$ cat src/rtl/lpcirq_pkg.sv
package lpcirq_pkg;

    localparam int DW        = 32;
    localparam int NUM_SLOTS = 17;
    localparam int NUM_ERR   = 6;
    localparam int NUM_BM    = 2;

    // bit positions that software decodes
    localparam int SER_TOP   = 31;   // slot 0 lands here, later slots below
    localparam int BIT_BRST  = 10;
    localparam int ERR_TOP   = 7;    // err_evt[0] lands here, later ones below
    localparam int BM_TOP    = 1;    // bm_req[0] lands here
    localparam int UP_BIT    = 11;

    localparam logic [7:0] OFS_CTRL    = 8'h30;
    localparam logic [7:0] OFS_MASK    = 8'h34;
    localparam logic [7:0] OFS_STAT    = 8'h38;
    localparam logic [7:0] OFS_EADDR   = 8'h40;
    localparam logic [7:0] OFS_UP_STAT = 8'h50;
    localparam logic [7:0] OFS_UP_MASK = 8'h54;
    localparam logic [7:0] OFS_UP_POL  = 8'h58;

    typedef struct packed {
        logic       en;
        logic       quiet;
        logic [1:0] start_w;
    } ser_ctrl_t;

    typedef struct packed {
        logic [DW-1:0] lvl;   // level-driven part of the status word
        logic [DW-1:0] evt;   // edge-latched part of the status word
    } src_vec_t;

    function automatic logic [DW-1:0] ser_field();
        logic [DW-1:0] m;
        m = '0;
        for (int s = 0; s < NUM_SLOTS; s++) m[SER_TOP-s] = 1'b1;
        return m;
    endfunction

    function automatic logic [DW-1:0] evt_field();
        logic [DW-1:0] m;
        m = '0;
        m[BIT_BRST] = 1'b1;
        for (int e = 0; e < NUM_ERR; e++) m[ERR_TOP-e] = 1'b1;
        for (int b = 0; b < NUM_BM; b++)  m[BM_TOP-b]  = 1'b1;
        return m;
    endfunction

    function automatic logic [DW-1:0] err_field();
        logic [DW-1:0] m;
        m = '0;
        for (int e = 0; e < NUM_ERR; e++) m[ERR_TOP-e] = 1'b1;
        return m;
    endfunction

    localparam logic [DW-1:0] SER_MASK  = ser_field();
    localparam logic [DW-1:0] EVT_MASK  = evt_field();
    localparam logic [DW-1:0] ERR_MASK  = err_field();
    localparam logic [DW-1:0] STAT_IMPL = SER_MASK | EVT_MASK;

    function automatic ser_ctrl_t ctrl_unpack(input logic [DW-1:0] w);
        ser_ctrl_t c;
        c.en      = w[31];
        c.quiet   = w[30];
        c.start_w = w[25:24];
        return c;
    endfunction

    function automatic logic [DW-1:0] ctrl_pack(input ser_ctrl_t c);
        logic [DW-1:0] w;
        w = '0;
        w[31]    = c.en;
        w[30]    = c.quiet;
        w[25:24] = c.start_w;
        return w;
    endfunction

    function automatic logic [DW-1:0] up_place(input logic b);
        return DW'(b) << UP_BIT;
    endfunction

endpackage

$ cat src/rtl/lpcirq_src_map.sv
module lpcirq_src_map
    import lpcirq_pkg::*;
(
    input  logic                 ser_en,
    input  logic [NUM_SLOTS-1:0] serirq_lvl,
    input  logic                 bus_rst_evt,
    input  logic [NUM_ERR-1:0]   err_evt,
    input  logic [NUM_BM-1:0]    bm_req,
    output src_vec_t             src
);

    always_comb begin
        src = '0;
        for (int s = 0; s < NUM_SLOTS; s++)
            src.lvl[SER_TOP-s] = serirq_lvl[s] & ser_en;
        src.evt[BIT_BRST] = bus_rst_evt;
        for (int e = 0; e < NUM_ERR; e++)
            src.evt[ERR_TOP-e] = err_evt[e];
        for (int b = 0; b < NUM_BM; b++)
            src.evt[BM_TOP-b] = bm_req[b];
    end

endmodule

$ cat src/rtl/lpcirq_stat_bank.sv
module lpcirq_stat_bank
    import lpcirq_pkg::*;
(
    input  logic          clk,
    input  logic          rst,
    input  src_vec_t      src,
    input  logic          mask_we,
    input  logic [DW-1:0] mask_wdata,
    input  logic [DW-1:0] w1c,
    output logic [DW-1:0] stat_q,
    output logic [DW-1:0] mask_q,
    output logic          summary
);

    logic [DW-1:0] lvl_next;
    logic [DW-1:0] evt_next;

    // level part: clear wins, source re-sets on the following clock
    assign lvl_next = (stat_q | src.lvl) & ~w1c & SER_MASK;
    // edge part: a new event wins over a clear in the same clock
    assign evt_next = ((stat_q & ~w1c) | src.evt) & EVT_MASK;

    always_ff @(posedge clk) begin
        if (rst) begin
            stat_q <= '0;
            mask_q <= '0;
        end else begin
            stat_q <= lvl_next | evt_next;
            if (mask_we) mask_q <= mask_wdata & STAT_IMPL;
        end
    end

    assign summary = |(stat_q & mask_q);

endmodule

$ cat src/rtl/lpcirq_err_cap.sv
module lpcirq_err_cap
    import lpcirq_pkg::*;
#(
    parameter int EADDR_W = 32
) (
    input  logic               clk,
    input  logic               rst,
    input  logic [DW-1:0]      stat_q,
    input  logic [NUM_ERR-1:0] err_evt,
    input  logic [EADDR_W-1:0] err_addr,
    output logic [EADDR_W-1:0] eaddr_q
);

    logic none_pending;
    logic capture;

    assign none_pending = (stat_q & ERR_MASK) == '0;
    assign capture      = (|err_evt) && none_pending;

    always_ff @(posedge clk) begin
        if (rst)          eaddr_q <= '0;
        else if (capture) eaddr_q <= err_addr;
    end

endmodule

$ cat src/rtl/lpcirq_upstream.sv
module lpcirq_upstream (
    input  logic clk,
    input  logic rst,
    input  logic summary,
    input  logic ack,
    input  logic mask_we,
    input  logic pol_we,
    input  logic wbit,
    output logic up_stat_q,
    output logic up_mask_q,
    output logic up_pol_q,
    output logic up_irq
);

    always_ff @(posedge clk) begin
        if (rst) begin
            up_stat_q <= 1'b0;
            up_mask_q <= 1'b0;
            up_pol_q  <= 1'b0;
        end else begin
            if (ack)          up_stat_q <= 1'b0;
            else if (summary) up_stat_q <= 1'b1;
            if (mask_we) up_mask_q <= wbit;
            if (pol_we)  up_pol_q  <= wbit;
        end
    end

    assign up_irq = (up_stat_q & up_mask_q) ^ up_pol_q;

endmodule

$ cat src/rtl/lpcirq_hub.sv
module lpcirq_hub
    import lpcirq_pkg::*;
#(
    parameter int EADDR_W = 32,
    parameter int RADDR_W = 8
) (
    input  logic                 clk,
    input  logic                 rst,
    input  logic [RADDR_W-1:0]   reg_addr,
    input  logic                 reg_we,
    input  logic [31:0]          reg_wdata,
    output logic [31:0]          reg_rdata,
    input  logic [16:0]          serirq_lvl,
    input  logic                 bus_rst_evt,
    input  logic [5:0]           err_evt,
    input  logic [EADDR_W-1:0]   err_addr,
    input  logic [1:0]           bm_req,
    output logic                 summary_irq,
    output logic                 up_irq
);

    localparam logic [RADDR_W-1:0] A_CTRL  = RADDR_W'(OFS_CTRL);
    localparam logic [RADDR_W-1:0] A_MASK  = RADDR_W'(OFS_MASK);
    localparam logic [RADDR_W-1:0] A_STAT  = RADDR_W'(OFS_STAT);
    localparam logic [RADDR_W-1:0] A_EADDR = RADDR_W'(OFS_EADDR);
    localparam logic [RADDR_W-1:0] A_USTAT = RADDR_W'(OFS_UP_STAT);
    localparam logic [RADDR_W-1:0] A_UMASK = RADDR_W'(OFS_UP_MASK);
    localparam logic [RADDR_W-1:0] A_UPOL  = RADDR_W'(OFS_UP_POL);

    ser_ctrl_t            ser_ctrl;
    src_vec_t             src;
    logic [DW-1:0]        stat_q;
    logic [DW-1:0]        mask_q;
    logic [DW-1:0]        w1c;
    logic [EADDR_W-1:0]   eaddr_q;
    logic                 up_stat_q;
    logic                 up_mask_q;
    logic                 up_pol_q;
    logic                 wr_ctrl, wr_mask, wr_stat, wr_ustat, wr_umask, wr_upol;

    assign wr_ctrl  = reg_we && (reg_addr == A_CTRL);
    assign wr_mask  = reg_we && (reg_addr == A_MASK);
    assign wr_stat  = reg_we && (reg_addr == A_STAT);
    assign wr_ustat = reg_we && (reg_addr == A_USTAT);
    assign wr_umask = reg_we && (reg_addr == A_UMASK);
    assign wr_upol  = reg_we && (reg_addr == A_UPOL);

    assign w1c = wr_stat ? (reg_wdata & STAT_IMPL) : '0;

    always_ff @(posedge clk) begin
        if (rst)          ser_ctrl <= '0;
        else if (wr_ctrl) ser_ctrl <= ctrl_unpack(reg_wdata);
    end

    lpcirq_src_map u_map (
        .ser_en      (ser_ctrl.en),
        .serirq_lvl  (serirq_lvl),
        .bus_rst_evt (bus_rst_evt),
        .err_evt     (err_evt),
        .bm_req      (bm_req),
        .src         (src)
    );

    lpcirq_stat_bank u_bank (
        .clk        (clk),
        .rst        (rst),
        .src        (src),
        .mask_we    (wr_mask),
        .mask_wdata (reg_wdata),
        .w1c        (w1c),
        .stat_q     (stat_q),
        .mask_q     (mask_q),
        .summary    (summary_irq)
    );

    lpcirq_err_cap #(.EADDR_W(EADDR_W)) u_ecap (
        .clk      (clk),
        .rst      (rst),
        .stat_q   (stat_q),
        .err_evt  (err_evt),
        .err_addr (err_addr),
        .eaddr_q  (eaddr_q)
    );

    lpcirq_upstream u_up (
        .clk       (clk),
        .rst       (rst),
        .summary   (summary_irq),
        .ack       (wr_ustat && reg_wdata[UP_BIT]),
        .mask_we   (wr_umask),
        .pol_we    (wr_upol),
        .wbit      (reg_wdata[UP_BIT]),
        .up_stat_q (up_stat_q),
        .up_mask_q (up_mask_q),
        .up_pol_q  (up_pol_q),
        .up_irq    (up_irq)
    );

    always_comb begin
        unique case (reg_addr)
            A_CTRL:  reg_rdata = ctrl_pack(ser_ctrl);
            A_MASK:  reg_rdata = mask_q;
            A_STAT:  reg_rdata = stat_q;
            A_EADDR: reg_rdata = DW'(eaddr_q);
            A_USTAT: reg_rdata = up_place(up_stat_q);
            A_UMASK: reg_rdata = up_place(up_mask_q);
            A_UPOL:  reg_rdata = up_place(up_pol_q);
            default: reg_rdata = '0;
        endcase
    end

endmodule

$ cat config.mk
export PLATFORM = sky130hd
export DESIGN_NAME = lpcirq_hub
export DESIGN_NICKNAME = d
export VERILOG_FILES = /design/src/rtl/lpcirq_pkg.sv /design/src/rtl/lpcirq_src_map.sv /design/src/rtl/lpcirq_stat_bank.sv /design/src/rtl/lpcirq_err_cap.sv /design/src/rtl/lpcirq_upstream.sv /design/src/rtl/lpcirq_hub.sv
export SDC_FILE = /design/constraint.sdc
export NUM_CORES = 1
export LEC_CHECK = 0
export CAP_MARGIN = 20
export CORE_ASPECT_RATIO = 1.1
export CORE_MARGIN = 5
export CORE_UTILIZATION = 49
export CTS_BUF_LIST = sky130_fd_sc_hd__clkbuf_16
export DETAILED_ROUTE_END_ITERATION = 6
export GPL_ROUTABILITY_DRIVEN = 0
export PLACE_DENSITY = 0.95
export SLEW_MARGIN = 40
export SYNTH_ARGS = -nofsm -noshare
export SYNTH_HDL_FRONTEND = slang
export SYNTH_SLANG_ARGS = --single-unit
$ cat constraint.sdc
create_clock -name clk -period 4.5 [get_ports clk]
set_clock_uncertainty 0.15 [all_clocks]
set_input_delay 0.45 -clock clk [delete_from_list [all_inputs] [get_ports clk]]
set_output_delay 0.45 -clock clk [all_outputs]
set_load 0.05 [all_outputs]
== Word level (Yosys, flattened, before mapping) ==
Index checks and enable logic that the tools add are counted.
Cells by class
  equality and inequality tests: 7
  multiplexer cells: 2
  bitwise logic cells: 26
  reduce and logical (&&, ||, !) cells: 12
Operators by type and width (number)
  32-bit one-hot mux with 7 select lines: 1
  32-bit bitwise AND: 2
  8-bit by 7-bit equality test with 1-bit output (second input constant): 4
  32-bit zero test: 1
  32-bit two-way mux: 1
  32-bit NOT: 1
  32-bit by 11-bit bitwise OR with 32-bit output: 1
  32-bit bitwise OR: 1
  32-bit OR reduction: 1
  8-bit by 6-bit equality test with 1-bit output (second input constant): 3
  1-bit bitwise AND: 18
  11-bit bitwise AND: 1
  11-bit bitwise OR: 1
  1-bit logical AND: 8
  6-bit OR reduction: 1
  2-bit OR reduction: 1
  1-bit XOR: 1
Storage, ports and cells
  register bits after elaboration: 97
  bits of input ports: 101
  output and inout bits: 34

== Longest topological paths before layout ==
  depth in word-level cells: 7
  depth in mapped cells: 7

== Hierarchy ==
Synthesis repeated with hierarchy kept, for this count alone.
Unflattened totals
  cells, all modules: 585
  area total of the unflattened synthesis: 5242.5 um^2
Modules (own cells, without submodules)
  lpcirq_stat_bank: times used 1, cells each 204, area an instance 1979.4 um^2, seq. area each 1041.0 um^2
  lpcirq_err_cap: times used 1, cells each 143, area an instance 1468.9 um^2, seq. area each 640.6 um^2
  lpcirq_hub: times used 1, cells each 161, area an instance 1194.9 um^2, seq. area each 80.1 um^2
  lpcirq_src_map: times used 1, cells each 66, area an instance 490.5 um^2, seq. area each 0.0 um^2
  lpcirq_upstream: times used 1, cells each 11, area an instance 108.9 um^2, seq. area each 60.1 um^2

== Worst setup path after synthesis ==
Ideal clock, no wire load.
  kind: input to output
  start point: input port reg_addr[3]
  end point: output port reg_rdata[24]
  arrival time: 2132 ps
  required time: 3900 ps
  slack: 1768 ps
  stages on the path: 7
  cells stage by stage: buf_2 -> nor4b_4 -> and2_1 -> clkbuf_1 -> buf_2 -> a22oi_1 -> o21ai_1
Between the ends
  longest elaborated chain between the ends: 2
  elaborated cells between the ends (all ways): 8
  those cells by class: eq/ne (7); mux (1)
RTL lines
  from (decl): RTL line lpcirq_hub.sv:9  | input logic [RADDR_W-1:0] reg_addr,
  8-bit by 7-bit equality test with 1-bit output / 8-bit by 6-bit equality test with 1-bit output (equally long branches): RTL line lpcirq_hub.sv:100  | unique case (reg_addr)
  32-bit one-hot mux with 7 select lines *: RTL line lpcirq_hub.sv:100
  to (decl): RTL line lpcirq_hub.sv:12  | output logic [31:0] reg_rdata,
Mark *: on every way between the ends. The rest lies on a longest branch, timed or not.

== Worst setup path after layout ==
  start point: input port reg_addr[3]
  end point: output port reg_rdata[11]
Same word-level chain as after synthesis.

==> metrics.md <==
| Metric | Value |
|---|---|
| Initial antenna violation count | 2 |
| Setup violators final | 0 |
| Cell area power density | 302 nW/um^2 |
| R2R Path End | u_ecap.eaddr_q[5] |
| CTS Buf Count | 9 |
| Gate power share | 9.5% |
| Largest area contributor in the netlist | dfxtp_1 |
| CP max FO | 9 |
| Rel. slew slack | 45.0% |
| Worst-Margin Slew | 0.825 ns |
| Sequential Power Share | 46.9% |
| HP Start | u_bank.mask_q[20] |
| Cts repair resizes | 0 |
| Hold Fails Final Rpt | 0 |
| Starting Density | 50.3% |
| Die Span Y | 105 um |
| Net load switching power | 0.000380 W |
| Placed inst area | 5600 um^2 |
| Via Count | 4,111 |
| Antenna Nets Post-Route | 0 |
| Setup Buffers After CTS | 0 |
| Final Util | 74.2% |
| Worst-path clk slew | 0.06 ns |
| DRT iter0 DRCs | 389 |
| Final min period | 3.54 ns |
| Min-Delay Path Class | reg -> reg |
| Vias in the first global route | 4,320 |
| Clock root cell | clkbuf_16 |
| Sequential cell area fraction in the yosys report | 45.5% |
| Antenna diodes | 0 |
| Dominant cells by area after synthesis | dfxtp_1 (46%), mux2i_1 (10%), nand2_1 (5.8%), a21oi_1 (5.6%), a222oi_1 (5.5%) |
| HPWL Detailed | 9.50 mm |
| Routed wire length per instance | 19.7 um |
| Worst Path Arrival | 2.94 ns |
| Maximum root-to-sink buffer count | 2 |
| WP data required | 3.90 ns |
| RSZ-0062 raised after global routing | false |
| Clock Latency Late Sink | 0.33 ns |
| Die Wd | 96.2 um |
| First-pass GRT wire length | 21.2 mm |
| Fin crit share | 78.7% |
| Synthesis Warnings | 0 |
| Share of layout cells above drive strength 1 | 10.4% |
| Status | completed |
| All-Layer GR Usage | 26.9% |
| Reg2reg setup slack | 2.13 ns |
| Mapped Nets | 556 |
| Fmax | 0.282 GHz |
| CP startpoint kind | input port |
| Layout area overhead | 47.4% |
| Hold EP | u_bank.mask_q[20] |
| CTS H-tree depth | 3 |
| Synthesized instance count | 455 |
| Top cell type's share of synthesized area | 45.5% |
| Die ar. | 10,100 um^2 |
| Largest net degree at the start of global routing | 48 |
| Worst reg-to-reg path cell count | 5 |
| Final instance area | 5900 um^2 |
| Clk sinks | 91 |
| Core footprint | 7960 um^2 |
| # Max-Cap Violations | 0 |
| Worst R2R Start | u_bank.stat_q[7] |
| Synth Cell Area | 4000 um^2 |
| CTS tree | yes |
| DR pass1 iterations | 7 |
| Critical Path End Type | output port |
| Maximum VDD drop | 0.235 mV |
| Leak | 2.29 nW |
| WL final | 13.5 mm |
| Boundary Pins | 135 |
| Routed vias/inst | 6.01 |
| WHS Path Cells | 2 |
| Total power | 0.00178 W |
| Layout Nets | 673 |
| Setup TNS | 0 ns |
| Slew Viols, Final | 0 |
| Gr ovfl total | 0 |
| Flops & latches, synth | 91 |
| Hold_buf cts | 0 |
| Switching Fraction | 21.3% |
| Residual DRC | 0 |
| Mean post-synth cell area | 8.80 um^2 |
| Setup Crit Path Kind | in -> out |
| # rows | 34 |
| Netlist cell types | 34 |
| Port Buffers | 129 |
| Clock share of power | 43.6% |
| Cell Int Power | 0.00140 W |
sequential cells by signal, summed over array words and instances, names as in the netlist:
name,flops
u_bank.stat_q,26
u_up.up_mask_q,1
ser_ctrl,4
u_up.up_stat_q,1
u_bank.mask_q,26
u_up.up_pol_q,1
u_ecap.eaddr_q,32
cells by family (layout without fill, tap and decap cells):
group	count (synthesis)	in the layout	synth area share (%)
AO/OA/AOI/OAI	119	119	21.2
XOR/XNOR	1	1	0.219
buffers and inverters	63	184	6.84
flip-flops	91	91	45.5
multiplexers	41	41	10.2
AND/OR/NAND/NOR	140	140	16.0
critical path: stages:
cell and delay, ns:
clkdlybuf4s50_1 0.67, nor4_1 0.67, a22oi_1 0.19, o22ai_1 0.14, clkdlybuf4s50_1 0.82
power by group through the flow:
stage	Clock, W	Combinational [W]	Sequential, W
floorplan	0	0.0000610	0.000849
finish	0.000779	0.000170	0.000836
detailed placement	0	0.000167	0.000853
CTS	0.000779	0.000169	0.000836
global placement	0	0.000162	0.000852
global route	0.000819	0.000179	0.000837
layout make-up:
cell class,count,area [um^2]
Clock inverter,6,81.3
Clock buffer,9,225
Multi-Input combinational cell,301,1910
Inverter,31,116
Fill cell,558,2050
Timing Repair Buffer,138,1610
Sequential cell,91,1820
Tap cell,108,135
layout by cell type, fill, tap and decap left out, drive strengths merged, types with 4 or more instances in the layout:
cell,Yosys,routed
nor2,48,48
clkinv,0,4
a21oi,45,45
o21ai,4,4
nand3,4,4
mux2i,41,41
a211oi,18,18
a22oi,18,18
nand2,62,62
and2,7,7
a311oi,9,9
clkdlybuf4s50,0,97
clkbuf,16,9
inv,31,31
dfxtp,91,91
a222oi,22,22
buf,16,41
worst max path at each step:
stage	cells after the start	slack [ns]	startpoint	to
finish	5	0.96	reg_addr[3]	reg_rdata[11]
global route	5	0.86	reg_addr[3]	reg_rdata[11]
CTS	5	1.01	reg_addr[3]	reg_rdata[11]
detailed placement	5	1.03	reg_addr[3]	reg_rdata[11]
global placement	5	1.03	reg_addr[3]	reg_rdata[11]
floorplan	7	1.77	reg_addr[3]	reg_rdata[24]
cells in the mapped netlist:
master,n
and2_1,7
nand4_1,3
or2_2,1
nor4b_1,1
dfxtp_1,91
nor2_1,48
buf_2,12
a211oi_4,1
and4bb_1,1
o21ai_1,4
nor3_1,2
and3_1,3
nand3_1,4
a211oi_1,17
nor4_1,2
inv_1,31
xnor2_1,1
and3b_1,1
nor3b_1,2
a22oi_1,18
a311oi_1,9
o22ai_1,1
mux2i_1,41
a31oi_1,1
buf_6,3
a222oi_1,22
nand2_1,62
a21oi_1,45
buf_1,1
clkbuf_1,16
a31o_2,1
nor4_4,1
nor4b_4,1
or4_1,1
per-stage QoR:
stage | hold slack (ns) | worst slack (ns) | cells
3_5_place_dp | 0.315 | 1.03 | 669
5_1_grt | 0.351 | 0.862 | 684
6_report | 0.322 | 0.958 | 684
2_1_floorplan | 0.298 | 1.77 | 455
4_1_cts | 0.323 | 1.01 | 684
3_3_place_gp | 0.305 | 1.03 | 668
routing by layer:
layer,share of wire [%],GRT usage (%),wire [um]
met4,4.6,16.3,623
met3,8.0,6.25,1080
met5,0.18,0,24
met2,51,45.9,6860
met1,36,29.6,4870
No activity file was read; power rests on OpenSTA's default activity.
